[config.mk]
export PLATFORM = sky130hd
export DESIGN_NAME = trap_eval
export DESIGN_NICKNAME = d
export VERILOG_FILES = /design/src/rtl/trap_pkg.sv /design/src/rtl/trap_fld_dec.sv /design/src/rtl/trap_route.sv /design/src/rtl/trap_arb.sv /design/src/rtl/trap_eval.sv
export SDC_FILE = /design/constraint.sdc
export NUM_CORES = 1
export LEC_CHECK = 0
export BUFFER_PORTS_ARGS = -buffer_cell sky130_fd_sc_hd__buf_2
export CORE_ASPECT_RATIO = 0.75
export CORE_MARGIN = 5
export CORE_UTILIZATION = 32
export CTS_CLUSTER_DIAMETER = 60
export CTS_CLUSTER_SIZE = 14
export DETAILED_ROUTE_END_ITERATION = 8
export PLACE_DENSITY_LB_ADDON = 0.05
export SYNTH_ARGS = -nofsm -noshare
export SYNTH_HDL_FRONTEND = slang
export SYNTH_SLANG_ARGS = --single-unit
[constraint.sdc]
create_clock -name clk_i -period 0.8 [get_ports clk_i]
set_input_delay 0 -clock clk_i [delete_from_list [all_inputs] [get_ports clk_i]]
set_output_delay 0 -clock clk_i [all_outputs]
set_load 0.01 [all_outputs]
[src/rtl/trap_pkg.sv]
package trap_pkg;
  localparam int CTRL_W = 64;
  localparam int EL_W   = 2;
  localparam int EC_W   = 6;
  localparam int OP_W   = 4;

  typedef enum logic [OP_W-1:0] {
    OP_NONE    = 4'd0,
    OP_FP      = 4'd1,
    OP_VEC     = 4'd2,
    OP_MAT     = 4'd3,
    OP_VEC_CTL = 4'd4,
    OP_MAT_CTL = 4'd5,
    OP_TRC_SGL = 4'd6,
    OP_TRC_DBL = 4'd7,
    OP_OVL     = 4'd8
  } op_e;

  // level-selective two-bit fields
  localparam int FLD_FP  = 0;
  localparam int FLD_VEC = 1;
  localparam int FLD_MAT = 2;
  localparam int NUM_FLD = 3;

  localparam int TRC_BIT = 28;
  localparam int OVL_BIT = 29;

  function automatic int fld_lsb(input int idx);
    case (idx)
      FLD_FP:  return 20;
      FLD_VEC: return 16;
      default: return 24;
    endcase
  endfunction

  function automatic logic [CTRL_W-1:0] used_mask();
    logic [CTRL_W-1:0] m;
    m = '0;
    for (int i = 0; i < NUM_FLD; i++) m[fld_lsb(i) +: 2] = 2'b11;
    m[TRC_BIT] = 1'b1;
    m[OVL_BIT] = 1'b1;
    return m;
  endfunction

  localparam logic [EC_W-1:0] EC_SYSREG  = 6'h18;
  localparam logic [EC_W-1:0] EC_TRC_SGL = 6'h05;
  localparam logic [EC_W-1:0] EC_TRC_DBL = 6'h0C;
  localparam logic [EC_W-1:0] EC_MAT     = 6'h1D;
  localparam logic [EC_W-1:0] EC_VEC     = 6'h19;
  localparam logic [EC_W-1:0] EC_FP_L1   = 6'h07;
  localparam logic [EC_W-1:0] EC_FP_L2   = 6'h00;

  typedef struct packed {
    logic            trap;
    logic [EL_W-1:0] tgt;
    logic [EC_W-1:0] ec;
  } trap_res_t;
endpackage

[src/rtl/trap_fld_dec.sv]
module trap_fld_dec
  import trap_pkg::*;
(
  input  logic [1:0]      fld_i,
  input  logic            present_i,
  input  logic [EL_W-1:0] el_i,
  output logic            trap_o
);
  logic [1:0] eff;
  assign eff = present_i ? fld_i : 2'b00;

  always_comb begin
    unique case (el_i)
      2'd0:    trap_o = (eff != 2'b11);
      2'd1:    trap_o = ~eff[0];
      default: trap_o = 1'b0;
    endcase
  end
endmodule

[src/rtl/trap_route.sv]
module trap_route
  import trap_pkg::*;
(
  input  logic [EL_W-1:0] el_i,
  input  logic            el2_en_i,
  input  logic            e2h_i,
  input  logic            tge_i,
  output logic            to_el2_o,
  output logic            suppress_o
);
  assign to_el2_o   = el2_en_i & tge_i;
  // host mode lifts all level-0 traps; levels 2/3 are outside this word
  assign suppress_o = ((el_i == 2'd0) & e2h_i & tge_i) | el_i[1];
endmodule

[src/rtl/trap_arb.sv]
module trap_arb
  import trap_pkg::*;
(
  input  logic [NUM_FLD-1:0] fld_trap_i,
  input  logic [OP_W-1:0]    op_i,
  input  logic [EL_W-1:0]    el_i,
  input  logic               aarch32_i,
  input  logic               streaming_i,
  input  logic               has_vec_i,
  input  logic               trc_bit_i,
  input  logic               ovl_bit_i,
  input  logic               has_ovl_i,
  input  logic               trace_no_el0_i,
  input  logic               to_el2_i,
  input  logic               suppress_i,
  output trap_res_t          res_o
);
  logic            hit;
  logic [EC_W-1:0] code;
  logic [EC_W-1:0] fp_code;
  logic            gov_mat;
  logic            gov_trap;
  logic            trc_ok;
  op_e             op;

  assign op       = op_e'(op_i);
  assign fp_code  = to_el2_i ? EC_FP_L2 : EC_FP_L1;
  assign gov_mat  = streaming_i | ~has_vec_i;
  assign gov_trap = gov_mat ? fld_trap_i[FLD_MAT] : fld_trap_i[FLD_VEC];
  assign trc_ok   = trc_bit_i & ~el_i[1] & ~((el_i == 2'd0) & trace_no_el0_i);

  always_comb begin
    hit  = 1'b0;
    code = '0;
    case (op)
      OP_FP: begin
        hit  = fld_trap_i[FLD_FP];
        code = fp_code;
      end
      OP_VEC: begin
        if (gov_trap) begin
          hit  = 1'b1;
          code = gov_mat ? EC_MAT : EC_VEC;
        end else if (fld_trap_i[FLD_FP]) begin
          hit  = 1'b1;
          code = fp_code;
        end
      end
      OP_MAT: begin
        if (fld_trap_i[FLD_MAT]) begin
          hit  = 1'b1;
          code = EC_MAT;
        end else if (fld_trap_i[FLD_FP]) begin
          hit  = 1'b1;
          code = fp_code;
        end
      end
      OP_VEC_CTL: begin
        hit  = fld_trap_i[FLD_VEC];
        code = EC_VEC;
      end
      OP_MAT_CTL: begin
        hit  = fld_trap_i[FLD_MAT];
        code = EC_MAT;
      end
      OP_TRC_SGL, OP_TRC_DBL: begin
        hit = trc_ok;
        if (!aarch32_i)           code = EC_SYSREG;
        else if (op == OP_TRC_SGL) code = EC_TRC_SGL;
        else                      code = EC_TRC_DBL;
      end
      OP_OVL: begin
        hit  = has_ovl_i & ~ovl_bit_i & (el_i == 2'd0) & ~aarch32_i;
        code = EC_SYSREG;
      end
      default: begin
        hit  = 1'b0;
        code = '0;
      end
    endcase
  end

  always_comb begin
    res_o = '0;
    if (hit && !suppress_i) begin
      res_o.trap = 1'b1;
      res_o.tgt  = to_el2_i ? 2'd2 : 2'd1;
      res_o.ec   = code;
    end
  end
endmodule

[src/rtl/trap_eval.sv]
module trap_eval
  import trap_pkg::*;
(
  input  logic              clk_i,
  input  logic              rst_ni,
  input  logic [CTRL_W-1:0] ctrl_word_i,
  input  logic [EL_W-1:0]   cur_el_i,
  input  logic              aarch32_i,
  input  logic [OP_W-1:0]   op_class_i,
  input  logic              streaming_i,
  input  logic              has_vec_i,
  input  logic              has_mat_i,
  input  logic              has_trace_i,
  input  logic              has_ovl_i,
  input  logic              trace_no_el0_i,
  input  logic              el2_en_i,
  input  logic              e2h_i,
  input  logic              tge_i,
  output logic              trap_o,
  output logic [EL_W-1:0]   target_el_o,
  output logic [EC_W-1:0]   ec_o
);
  localparam logic [CTRL_W-1:0] USED = used_mask();

  logic [NUM_FLD-1:0] fld_present;
  logic [NUM_FLD-1:0] fld_trap;
  logic               to_el2;
  logic               suppress;
  trap_res_t          res_d;
  trap_res_t          res_q;
  logic               unused_bits;

  assign unused_bits = ^(ctrl_word_i & ~USED);

  always_comb begin
    fld_present          = '1;
    fld_present[FLD_VEC] = has_vec_i;
    fld_present[FLD_MAT] = has_mat_i;
  end

  for (genvar g = 0; g < NUM_FLD; g++) begin : g_fld
    localparam int LSB = fld_lsb(g);
    trap_fld_dec u_dec (
      .fld_i     (ctrl_word_i[LSB+1:LSB]),
      .present_i (fld_present[g]),
      .el_i      (cur_el_i),
      .trap_o    (fld_trap[g])
    );
  end

  trap_route u_route (
    .el_i       (cur_el_i),
    .el2_en_i   (el2_en_i),
    .e2h_i      (e2h_i),
    .tge_i      (tge_i),
    .to_el2_o   (to_el2),
    .suppress_o (suppress)
  );

  trap_arb u_arb (
    .fld_trap_i     (fld_trap),
    .op_i           (op_class_i),
    .el_i           (cur_el_i),
    .aarch32_i      (aarch32_i),
    .streaming_i    (streaming_i),
    .has_vec_i      (has_vec_i),
    .trc_bit_i      (ctrl_word_i[TRC_BIT] & has_trace_i),
    .ovl_bit_i      (ctrl_word_i[OVL_BIT]),
    .has_ovl_i      (has_ovl_i),
    .trace_no_el0_i (trace_no_el0_i),
    .to_el2_i       (to_el2),
    .suppress_i     (suppress),
    .res_o          (res_d)
  );

  always_ff @(posedge clk_i or negedge rst_ni) begin
    if (!rst_ni) res_q <= '0;
    else         res_q <= res_d;
  end

  assign trap_o      = res_q.trap;
  assign target_el_o = res_q.tgt;
  assign ec_o        = res_q.ec;
endmodule

==> metrics.yaml <==
hold_slack_ns: 0.108
drtAntennaViolNets: 0
layout_setup_ws_ns: -0.295
grt_pass1_wl_mm: 3.52
final_max_slew_viol_count: 0
first_global_vias: 779
ys_seq_area_share_pct: 31.1
max_cap_violations: 0
clock_sinks: 8
drt_iter0_drc: 27
ys_ff_latch: 8
pwr-share-comb_pct: 36.5
clock.fmax_mhz: 914
drt-total-wl_mm: 2.27
crit_arrival_ns: 1.28
dieWidth_um: 61.8
row_count: 14
hp-class: "in -> reg"
p_switching_mw: 0.327
num-nets-final: 218
synth_mux_area_share_pct: 0
dieArea_um2: 3020
clock_path_buffers: 2
pwr-share-clk_pct: 26.5
internal-power_mw: 0.796
cellLeakagePower_nw: 0.548
outcome: "complete, but fails checks"
num_vias: 808
hold_violations: 0
drtPass1Iterations: 4
ys_types: 37
viasPerCell: 5.11
die_y_um: 48.9
period_minus_slack_ns: 1.09
required_ns: 0.98
syn_to_final_growth_pct: 73.6
track_usage_pct: 15.2
ir_drop_mv: 0.717
synthXorXnorAreaFrac_pct: 0
diodes: 0
antenna_found_initial: 0
yosysTopAreaCellShare_pct: 31.1
synth-adder-area-share_pct: 0
crit_type: "in -> reg"
post_drt_wl_per_cell_um: 14.4
dp_hpwl_mm: 1.81
path_max_fanout: 8
cts-root-buf: "clkbuf_4"
yosysWarnings: 0
syn_nets: 159
layout_worst_path_cycle_share_pct: 137
netlist_area_um2: 644
synth_area_leaders: "dfrtp_1, a21oi_1, o32ai_4, nor2_1, nand2_1"
port_buffers: 33
grt_max_degree: 9
critPathCaptureType: "flip-flop"
synth-compound-area-share_pct: 31.5
initial_core_util_pct: 32.8
cts_buffers: 3
seqPwrFrac_pct: 37.0
yosys.area.top_type: "dfrtp_1"
h-tree-depth: 1
power_density_nw_per_um2: 1000
syn_area_per_cell_um2: 8.37
io_pins: 91
gp_congestion: 0.780
cts.clk_slew.worst_paths_ns: 0.05
utilization_pct: 57.0
violations: "setup timing"
setup_viol: 8
cts_tree: "done"
p_sw_share_pct: 29.1
syn_inst: 77
drive_gt1_share_pct: 58.2
cp-start-kind: "input port"
yosys.area_share.simple_pct: 32.4
core-area_um2: 1960
detail_route.drc_violations: 0
synth_top_family_by_area: "simple AND/OR/NAND/NOR gates"
grt-ovfl-total: 0
grt_setup_unrepaired: "yes"
-- what timing repair did --
| action | CTS | global route |
|---|---|---|
| endpoints found under the setup margin | 8 | 8 |
| pin swaps | 3 | 1 |
| hold buffers | 1 | 0 |
| endpoints found under the hold margin | 8 | 0 |
| resized for setup | 2 | 14 |
| cloned | 0 | 0 |
| buffers inserted | 0 | 2 |
-- layer usage --
metal  track usage, %  vias up  part of all wire, %
met5                0        -                    0
met4                0        0                    0
met3             5.03        0                  7.2
met2             22.0       33                   44
met1             23.1      370                   48
li1                 -      405                    -
-- state kept, by name, indices dropped and copies added (netlist names) --
register,cells
ec_o,5
target_el_o,2
trap_o,1
-- layout make-up --
| class | count | area (um^2) |
|---|---|---|
| flip-flops and latches | 8 | 200 |
| fillers | 199 | 843 |
| well taps | 24 | 30.0 |
| multi-input cells | 63 | 489 |
| inverters | 2 | 7.51 |
| clock buffers | 3 | 22.5 |
| repair buffers | 58 | 369 |
-- stage by stage --
stage / std cells / cell area [um^2] / setup TNS (ns) / worst slack, ns / power (mW)
floorplan: 77 / 664 / -3.18 / -0.416 / 0.584
global placement: 152 / 1000 / -4.52 / -0.589 / 0.781
detailed placement: 152 / 1000 / -4.83 / -0.640 / 0.783
CTS: 156 / 1040 / -2.15 / -0.308 / 1.10
global route: 158 / 1120 / -2.45 / -0.344 / 1.20
finish: 158 / 1120 / -2.16 / -0.295 / 1.12
-- final timing paths --
| path | from | to | depth (start not counted) |
|---|---|---|---|
| min in group asynchronous | rst_ni | ec_o[2] | 2 |
| hold / removal | el2_en_i | target_el_o[1] | 4 |
| max in group asynchronous | rst_ni | trap_o | 2 |
| setup / recovery | cur_el_i[0] | trap_o | 7 |
-- logic make-up after synthesis --
kind of cell	after synthesis
other cells	1
compound gates	26
flops	8
simple gates	36
buf+inv	6
-- cell usage in the layout (no fill, tap or decap), drive strengths merged --
cell / Yosys / final
a2111oi: 1 / 1
a21boi: 1 / 1
a21oi: 11 / 11
a2bb2oi: 1 / 1
a31oi: 1 / 1
a32oi: 1 / 1
and4b: 2 / 2
buf: 3 / 57
clkbuf: 1 / 3
conb: 1 / 1
dfrtp: 8 / 8
dlygate4sd3: 0 / 1
inv: 2 / 2
nand2: 6 / 6
nand2b: 4 / 4
nand3: 3 / 3
nand4: 1 / 1
nor2: 7 / 7
nor2b: 1 / 1
nor3: 3 / 3
nor3b: 2 / 2
nor4: 2 / 2
o211ai: 1 / 1
o21a: 2 / 2
o21ai: 2 / 2
o21bai: 1 / 1
o22ai: 1 / 1
o311ai: 2 / 2
o32ai: 1 / 1
or2: 2 / 2
or3: 1 / 1
or3b: 1 / 1
or4: 1 / 1
-- critical path: stages --
cell	delay (ns)
buf_8	0.10
o21a_1	0.19
or3_4	0.35
o32ai_4	0.30
o21ai_4	0.14
buf_4	0.16
nand2_1	0.05
-- power groups by stage --
| stage | combinational (mW) | clock (mW) | sequential (mW) |
|---|---|---|---|
| 4_1_cts | 0.369 | 0.312 | 0.416 |
| 5_1_grt | 0.444 | 0.338 | 0.416 |
| 3_5_place_dp | 0.360 | 0 | 0.423 |
| 6_report | 0.409 | 0.298 | 0.416 |
| 3_3_place_gp | 0.358 | 0 | 0.422 |
| 2_1_floorplan | 0.156 | 0 | 0.428 |
-- synthesized netlist by cell type (all sizes together) --
cell / count
or3b: 1
conb: 1
a32oi: 1
o311ai: 2
clkbuf: 1
o211ai: 1
dfrtp: 8
nor3: 3
or4: 1
inv: 2
a2111oi: 1
nand3: 3
o32ai: 1
or3: 1
nand2: 6
o21ai: 2
o22ai: 1
and4b: 2
o21bai: 1
a31oi: 1
buf: 3
nor2b: 1
nor2: 7
a21boi: 1
a2bb2oi: 1
nor4: 2
or2: 2
a21oi: 11
o21a: 2
nand2b: 4
nand4: 1
nor3b: 2
Note: power is estimated with default switching activity, not from simulation.
